===== config.mk =====
export PLATFORM = sky130hd
export DESIGN_NAME = gpio_port_ctrl_top
export DESIGN_NICKNAME = d
export VERILOG_FILES = /design/src/rtl/gpio_port_pkg.sv /design/src/rtl/gpio_port_decode.sv /design/src/rtl/gpio_port_regs.sv /design/src/rtl/gpio_port_mux.sv /design/src/rtl/gpio_port_ctrl_top.sv
export SDC_FILE = /design/constraint.sdc
export NUM_CORES = 1
export LEC_CHECK = 0
export BUFFER_PORTS_ARGS = -buffer_cell sky130_fd_sc_hd__buf_2
export CAP_MARGIN = 20
export CORE_UTILIZATION = 25
export DETAILED_ROUTE_END_ITERATION = 16
export GPL_TIMING_DRIVEN = 0
export MAX_ROUTING_LAYER = met4
export SYNTH_ARGS = -nofsm -noshare
export SYNTH_HDL_FRONTEND = slang
export SYNTH_SLANG_ARGS = --single-unit

===== constraint.sdc =====
create_clock -name clk -period 4.1 [get_ports clk]
set_input_delay 0 -clock clk [delete_from_list [all_inputs] [get_ports clk]]
set_output_delay 0 -clock clk [all_outputs]
set_load 0.005 [all_outputs]

===== src/rtl/gpio_port_pkg.sv =====
package gpio_port_pkg;
  localparam int MODE_W = 4;
  localparam int ADDR_W = 3;

  localparam logic [MODE_W-1:0] MODE_ANALOG = 4'h0;
  localparam logic [MODE_W-1:0] MODE_OUTPUT = 4'h1;
  localparam logic [MODE_W-1:0] MODE_INPUT  = 4'h4;
  localparam logic [MODE_W-1:0] MODE_ALT    = 4'h9;

  localparam logic [ADDR_W-1:0] ADR_IN    = 3'd0;
  localparam logic [ADDR_W-1:0] ADR_OUT   = 3'd1;
  localparam logic [ADDR_W-1:0] ADR_CLR   = 3'd2;
  localparam logic [ADDR_W-1:0] ADR_SET   = 3'd3;
  localparam logic [ADDR_W-1:0] ADR_WAKE  = 3'd4;
  localparam logic [ADDR_W-1:0] ADR_CFGLO = 3'd5;
  localparam logic [ADDR_W-1:0] ADR_CFGHI = 3'd6;

  typedef struct packed {
    logic wrOut;
    logic wrClr;
    logic wrSet;
    logic wrWake;
    logic wrCfgLo;
    logic wrCfgHi;
  } regStrobe_t;
endpackage


===== src/rtl/gpio_port_decode.sv =====
module gpio_port_decode
  import gpio_port_pkg::*;
(
  input  logic              busEn,
  input  logic              busWe,
  input  logic [ADDR_W-1:0] busAddr,
  output regStrobe_t        strb
);
  always_comb begin
    strb = '0;
    if (busEn && busWe) begin
      case (busAddr)
        ADR_OUT:   strb.wrOut   = 1'b1;
        ADR_CLR:   strb.wrClr   = 1'b1;
        ADR_SET:   strb.wrSet   = 1'b1;
        ADR_WAKE:  strb.wrWake  = 1'b1;
        ADR_CFGLO: strb.wrCfgLo = 1'b1;
        ADR_CFGHI: strb.wrCfgHi = 1'b1;
        default:   ;
      endcase
    end
  end
endmodule


===== src/rtl/gpio_port_regs.sv =====
module gpio_port_regs
  import gpio_port_pkg::*;
#(
  parameter  int PINS  = 8,
  localparam int HALF  = PINS / 2,
  localparam int CFG_W = HALF * MODE_W
) (
  input  logic                   clk,
  input  logic                   rstN,
  input  regStrobe_t             strb,
  input  logic [ADDR_W-1:0]      rdAddr,
  input  logic [CFG_W-1:0]       wrData,
  input  logic [PINS-1:0]        padIn,
  output logic [CFG_W-1:0]       rdData,
  output logic [PINS-1:0]        outReg,
  output logic [PINS*MODE_W-1:0] cfgAll,
  output logic                   wakeReq
);
  logic [PINS-1:0] wakeMask;
  logic [PINS-1:0] syncA, syncB, prevB;
  logic [PINS-1:0] isAnalog;
  logic [PINS-1:0] inLevel;

  always_ff @(posedge clk or negedge rstN) begin
    if (!rstN) begin
      outReg   <= '0;
      wakeMask <= '0;
      cfgAll   <= {PINS{MODE_INPUT}};
    end else begin
      if (strb.wrOut)   outReg <= wrData[PINS-1:0];
      if (strb.wrClr)   outReg <= outReg & ~wrData[PINS-1:0];
      if (strb.wrSet)   outReg <= outReg | wrData[PINS-1:0];
      if (strb.wrWake)  wakeMask <= wrData[PINS-1:0];
      if (strb.wrCfgLo) cfgAll[CFG_W-1:0] <= wrData;
      if (strb.wrCfgHi) cfgAll[2*CFG_W-1:CFG_W] <= wrData;
    end
  end

  always_ff @(posedge clk or negedge rstN) begin
    if (!rstN) begin
      syncA <= '0;
      syncB <= '0;
      prevB <= '0;
    end else begin
      syncA <= padIn;
      syncB <= syncA;
      prevB <= syncB;
    end
  end

  for (genvar g = 0; g < PINS; g++) begin : g_analog
    assign isAnalog[g] = (cfgAll[g*MODE_W +: MODE_W] == MODE_ANALOG);
  end

  assign inLevel = syncB & ~isAnalog;
  assign wakeReq = |((syncB ^ prevB) & wakeMask);

  always_comb begin
    rdData = '0;
    case (rdAddr)
      ADR_IN:    rdData[PINS-1:0] = inLevel;
      ADR_OUT:   rdData[PINS-1:0] = outReg;
      ADR_WAKE:  rdData[PINS-1:0] = wakeMask;
      ADR_CFGLO: rdData = cfgAll[CFG_W-1:0];
      ADR_CFGHI: rdData = cfgAll[2*CFG_W-1:CFG_W];
      default:   rdData = '0;
    endcase
  end

  AST_STROBE_ONEHOT: assert property (@(posedge clk) disable iff (!rstN)
    $onehot0({strb.wrOut, strb.wrClr, strb.wrSet, strb.wrWake, strb.wrCfgLo, strb.wrCfgHi}));
  AST_CLR_APPLIED: assert property (@(posedge clk) disable iff (!rstN)
    strb.wrClr |=> ((outReg & $past(wrData[PINS-1:0])) == '0));
  AST_SET_APPLIED: assert property (@(posedge clk) disable iff (!rstN)
    strb.wrSet |=> ((outReg & $past(wrData[PINS-1:0])) == $past(wrData[PINS-1:0])));
  AST_OUT_HOLD: assert property (@(posedge clk) disable iff (!rstN)
    !(strb.wrOut || strb.wrClr || strb.wrSet) |=> $stable(outReg));
endmodule


===== src/rtl/gpio_port_mux.sv =====
module gpio_port_mux
  import gpio_port_pkg::*;
#(
  parameter int PINS = 8
) (
  input  logic                   clk,
  input  logic                   rstN,
  input  logic [PINS*MODE_W-1:0] cfgAll,
  input  logic [PINS-1:0]        outReg,
  input  logic [PINS-1:0]        tmrMap,
  input  logic [PINS-1:0]        tmrEn,
  input  logic [PINS-1:0]        tmrOut,
  input  logic [PINS-1:0]        serMap,
  input  logic [PINS-1:0]        serOut,
  output logic [PINS-1:0]        padOut,
  output logic [PINS-1:0]        padOe
);
  for (genvar g = 0; g < PINS; g++) begin : g_pin
    logic [MODE_W-1:0] pinMode;
    logic              altBit;

    assign pinMode = cfgAll[g*MODE_W +: MODE_W];
    assign altBit  = (tmrMap[g] && tmrEn[g]) ? tmrOut[g]
                   : (serMap[g] ? serOut[g] : 1'b0);

    always_comb begin
      case (pinMode)
        MODE_OUTPUT: begin padOut[g] = outReg[g]; padOe[g] = 1'b1; end
        MODE_ALT:    begin padOut[g] = altBit;    padOe[g] = 1'b1; end
        default:     begin padOut[g] = 1'b0;      padOe[g] = 1'b0; end
      endcase
    end

    AST_TMR_PRIORITY: assert property (@(posedge clk) disable iff (!rstN)
      (pinMode == MODE_ALT && tmrMap[g] && tmrEn[g]) |-> (padOut[g] == tmrOut[g]));
    AST_UNMAPPED_ZERO: assert property (@(posedge clk) disable iff (!rstN)
      (pinMode == MODE_ALT && !(tmrMap[g] && tmrEn[g]) && !serMap[g]) |-> !padOut[g]);
    AST_IDLE_QUIET: assert property (@(posedge clk) disable iff (!rstN)
      !padOe[g] |-> !padOut[g]);
  end
endmodule


===== src/rtl/gpio_port_ctrl_top.sv =====
module gpio_port_ctrl_top
  import gpio_port_pkg::*;
#(
  parameter  int PINS   = 8,
  localparam int DATA_W = (PINS / 2) * MODE_W
) (
  input  logic              clk,
  input  logic              rstN,
  input  logic              busEn,
  input  logic              busWe,
  input  logic [ADDR_W-1:0] busAddr,
  input  logic [DATA_W-1:0] busWdata,
  output logic [DATA_W-1:0] busRdata,
  input  logic [PINS-1:0]   padIn,
  output logic [PINS-1:0]   padOut,
  output logic [PINS-1:0]   padOe,
  input  logic [PINS-1:0]   tmrMap,
  input  logic [PINS-1:0]   tmrEn,
  input  logic [PINS-1:0]   tmrOut,
  input  logic [PINS-1:0]   serMap,
  input  logic [PINS-1:0]   serOut,
  output logic              wakeReq
);
  regStrobe_t             strb;
  logic [PINS-1:0]        outReg;
  logic [PINS*MODE_W-1:0] cfgAll;

  gpio_port_decode decode_i (
    .busEn(busEn), .busWe(busWe), .busAddr(busAddr), .strb(strb)
  );

  gpio_port_regs #(.PINS(PINS)) regs_i (
    .clk(clk), .rstN(rstN), .strb(strb), .rdAddr(busAddr), .wrData(busWdata),
    .padIn(padIn), .rdData(busRdata), .outReg(outReg), .cfgAll(cfgAll),
    .wakeReq(wakeReq)
  );

  gpio_port_mux #(.PINS(PINS)) mux_i (
    .clk(clk), .rstN(rstN), .cfgAll(cfgAll), .outReg(outReg),
    .tmrMap(tmrMap), .tmrEn(tmrEn), .tmrOut(tmrOut),
    .serMap(serMap), .serOut(serOut), .padOut(padOut), .padOe(padOe)
  );
endmodule


Word level (Yosys, flattened, before mapping). Cells that the tools add are included.

Equality and inequality tests: 22. Multiplexer cells: 44. Bitwise operators: 7. Reduce and logical (&&, ||, !) cells: 28.

Operator list (count): $pmux W8 S5 (1); $eq A4 B1 Y1 const B (8); $eq A4 B4 Y1 const B (8); $logic_not A4 Y1 (8); $mux W1 (30); $and A8 B8 Y8 (3); $mux W8 (3); $not A8 Y8 (2); $pmux W1 S2 (8); $pmux W8 S2 (1); $reduce_or A2 Y1 (8); $eq A3 B3 Y1 const B (3); $logic_and A1 B1 Y1 (9); $or A8 B8 Y8 (1); $reduce_or A8 Y1 (1); $xor A8 B8 Y8 (1); $eq A3 B2 Y1 const B (2); $mux W6 (1); $eq A3 B1 Y1 const B (1); $logic_not A3 Y1 (1); $reduce_bool A3 Y1 (1).

Bits in registers: 72. Input bits: 71. Logic and storage cells: 108.

Depth between registers and ports, before layout.
Depth after elaboration: 6. Gate-level depth with buffers: 7. Depth with buffers taken out: 4.

Hierarchy. Synthesis repeated with hierarchy kept, for this count alone.

Cells, all modules: 320. Area, all modules: 3523.4 um2.

By module, submodules not included: gpio_port_regs (times used 1, cells each 261, area each 3170.5 um2); gpio_port_mux (times used 1, cells each 48, area each 300.3 um2); gpio_port_decode (times used 1, cells each 11, area each 52.6 um2).

Least setup slack after synthesis. OpenSTA, ideal clock, no wires.

Path type: register -> output. From: register regs_i.cfgAll[23]. To: output port busRdata[5]. Arrival time: 1.350 ns. Required time: 4.100 ns. Setup slack: 2.750 ns. Cell stages (with the launch flop): 5. Path buffers: 0. Cells stage by stage: dfrtp_1 or4_1 and3_1 a221oi_1 o21ai_1.

Cells in the longest elaborated chain, start to end: 4.

RTL lines: from (decl) (line gpio_port_regs.sv:16) `output logic [PINS*MODE_W-1:0] cfgAll,`; from (signal assigned) (line gpio_port_regs.sv:28) `cfgAll <= {PINS{MODE_INPUT}};`; from (signal, indexed assignment) (line gpio_port_regs.sv:34) `if (strb.wrCfgLo) cfgAll[CFG_W-1:0] <= wrData;`; from (signal, indexed assignment) (line gpio_port_regs.sv:35) `if (strb.wrCfgHi) cfgAll[2*CFG_W-1:CFG_W] <= wrData;`; $logic_not A4 Y1 (line gpio_port_regs.sv:52) `assign isAnalog[g] = (cfgAll[g*MODE_W +: MODE_W] == MODE_ANALOG);`; $not A8 Y8 (line gpio_port_regs.sv:55) `assign inLevel = syncB & ~isAnalog;`; $and A8 B8 Y8 (line gpio_port_regs.sv:55); $pmux W8 S5 (line gpio_port_regs.sv:60) `case (rdAddr)`; to (decl) (line gpio_port_ctrl_top.sv:13) `output logic [DATA_W-1:0] busRdata,`.

Every way passes these cells.

Worst setup path after layout.
From: register regs_i.cfgAll[24]. To: output port busRdata[6].

Same word-level chain as after synthesis.

==> impl_metrics.tcl <==
set metrics [dict create \
    start_kind "register" \
    yosysWarnings 0 \
    p_sw_share_pct 27.61 \
    power_frac_seq_pct 46.9 \
    dieArea_um2 14110 \
    synthesis.instances 288 \
    clock_latency_ps 330 \
    design.core.area_um2 13300 \
    synth_nets 359 \
    slew_viol_final 0 \
    hold_path_class "primary input to register" \
    max_cap_violations 0 \
    clk_pin_slew_ps 60 \
    drt-initial-drc-count 134 \
    fin_area_um2 4668 \
    setup_viol 0 \
    nets 497 \
    period_share_pct 49.28 \
    synth-seq-area-share_pct 53.12 \
    antenna_found_initial 0 \
    cts_tree "yes" \
    endpoint_kind "output port" \
    finalClockSkew_ps 2.209 \
    dp_cells 566 \
    area_growth_pct 36.87 \
    dpl_cell_area_um2 4144 \
    setup-tns-final_ps 0 \
    internal-power_mw 1.495 \
    port_buffers 102 \
    p_per_area_nw_per_um2 442.5 \
    postLayoutCoreUtil_pct 35.11 \
    synth_area_per_cell_um2 11.84 \
    worstPathArrival_ps 2020 \
    slowest_delay_ps 570 \
    fillerInstances 1338 \
    routabilityCongestion 0.8438 \
    clkPwrFrac_pct 33.9 \
    cp_slowest_cell "or4_1" \
    cp_max_fo 4 \
    slew_headroom_pct 41.24 \
    critPathKind "register to output port" \
    worstPathRequired_ps 4100 \
    outcome "completed" \
    syn_area_um2 3411 \
    postCtsSetupBuffers 0 \
    grt_pass1_wl_um 15350 \
    p_total_mw 2.066 \
    cts.sinks 72 \
    io_pins 104 \
    numCtsBuffers 9 \
    fin_crit_ps 2020 \
    netlist-cell-type-count 29 \
    fin_cells 607 \
    drive_gt1_share_pct 41.30 \
    post-route-drc-count 0 \
    worst_slack_ps 2080 \
    wl_um 9410 \
    async_flop_share_pct 100.0 \
    via_per_inst 4.718 \
    final_common_cell "buf_2" \
    cts.htree.levels 3 \
    grt_pass1_vias 2908 \
    p_leak_nw 2.123 \
    dp_slack_ps 2394 \
    grt_usage_pct 14.52 \
    p_sw_mw 0.5705 \
    synth_edf_count 0 \
    timing.hold.ws_ps 162.1 \
    first_pass_iters 4 \
    rsz0062_at_grt "false" \
    postRouteAntennaNets 0 \
    layout_common_cells "buf_2 (103), dfrtp_1 (64), mux2_2 (40)" \
    peakVddDrop_mv 0.2404 \
    cts-root-buf "clkbuf_16" \
    ys.flop_type "dfrtp_1" \
    grt_max_degree 73 \
    fp-row-count 42 \
    wl_per_cell_um 15.50 \
    clock_path_buffers 2 \
    fmax_mhz 494.9 \
    via_count 2864 \
    combPwrFrac_pct 19.1 \
    die_h_um 118.8 \
    tightest_slew_ps 881.5 \
    overflow 0 \
    hold_viol 0 \
    cp_cell_sequence "or4_1, and3_1, a221oi_1, o21ai_0, buf_2" \
    post-dp-hpwl_um 6959 \
    die_width_um 118.8 \
    n_antenna_cell 0 \
    start_util_pct 25.65 \
    synth_seq_cells 72 \
]
final timing paths:
kind                                    from  cells past startpoint                 to  slack [ps]
setup / recovery           regs_i.cfgAll[24]                      5        busRdata[6]        2080
hold reg to reg              regs_i.syncA[3]                      0    regs_i.syncB[3]         350
min in group asynchronous               rstN                      2  regs_i.cfgAll[27]         340
max in group asynchronous               rstN                      2    regs_i.syncB[0]        3200
hold / removal                    busAddr[0]                      3  regs_i.cfgAll[16]         160
setup reg to reg           regs_i.cfgAll[19]                      1  regs_i.cfgAll[19]        3270
sequential cells by signal (all words and copies together) (netlist names):
signal           count
regs_i.cfgAll       32
regs_i.outReg        8
regs_i.prevB         8
regs_i.syncA         8
regs_i.syncB         8
regs_i.wakeMask      8
cell usage after synthesis, types with 2 or more instances:
cell type	instances	area, µm²
a221oi_1	8	70.07
a22o_1	16	140.1
a22oi_1	12	90.09
and3_1	16	100.1
buf_2	2	10.01
buf_4	3	22.52
buf_6	2	22.52
clkbuf_1	5	18.77
dfrtp_1	64	1602
dfstp_2	8	210.2
mux2_2	40	450.4
nand2_1	17	63.81
nand3_1	16	80.08
nor2_1	10	37.54
nor2b_1	12	75.07
nor3b_1	16	120.1
o21ai_0	10	50.05
o21ai_1	6	30.03
or4_1	8	60.06
xor2_1	8	70.07
power by group through the flow:
stage	Combinational, mW	Sequential (mW)	Clock, mW
after CTS	0.403	0.969	0.718
after global routing	0.439	0.991	0.751
after detailed placement	0.382	0.980	0
after global placement	0.372	0.975	0
after floorplan	0.239	0.930	0
final	0.396	0.969	0.701
per-layer routing:
layer  GRT usage [%]  up-vias  part of all wire, %
met5               -        -                    0
met4           5.222        0                  1.7
met3           2.413       13                  4.8
met2           23.03      108                   48
met1           18.66     1386                   46
li1                -     1357                    -
cells by family after synthesis:
| family | after synthesis | synth area share, % |
|---|---|---|
| xor gates and xnor gates | 8 | 2.054 |
| buffers and inverters | 14 | 2.384 |
| and+or+nand+nor | 102 | 18.09 |
| muxes | 40 | 13.21 |
| DFF | 72 | 53.12 |
| AOI/OAI and AO/OA | 52 | 11.15 |
worst max-delay path: cells and delay by family (launching register included):
family                 cells  cell delay, ps
and+or+nand+nor            2             770
DFF                        1             390
AOI/OAI and AO/OA          2             390
buffers and inverters      1             150
area by class of cell:
type                            count  area, µm²  share of cell area [%]
Sequential cell                    72       1812                   38.81
Multi-Input combinational cell    202       1518                   32.51
Timing Repair Buffer              127      763.2                   16.35
Clock buffer                       10      239.0                   5.119
Tap cell                          176      220.2                   4.717
Buffer                             13      77.57                   1.662
Clock inverter                      6      35.03                  0.7505
Inverter                            1      3.754                 0.08041
what timing repair did:
action	CTS	global route
hold buffers	25	0
gates resized for setup	0	0
endpoints found under the hold margin	117	0
setup endpoints to repair	0	0
Note: power is estimated with default switching activity, not from simulation.
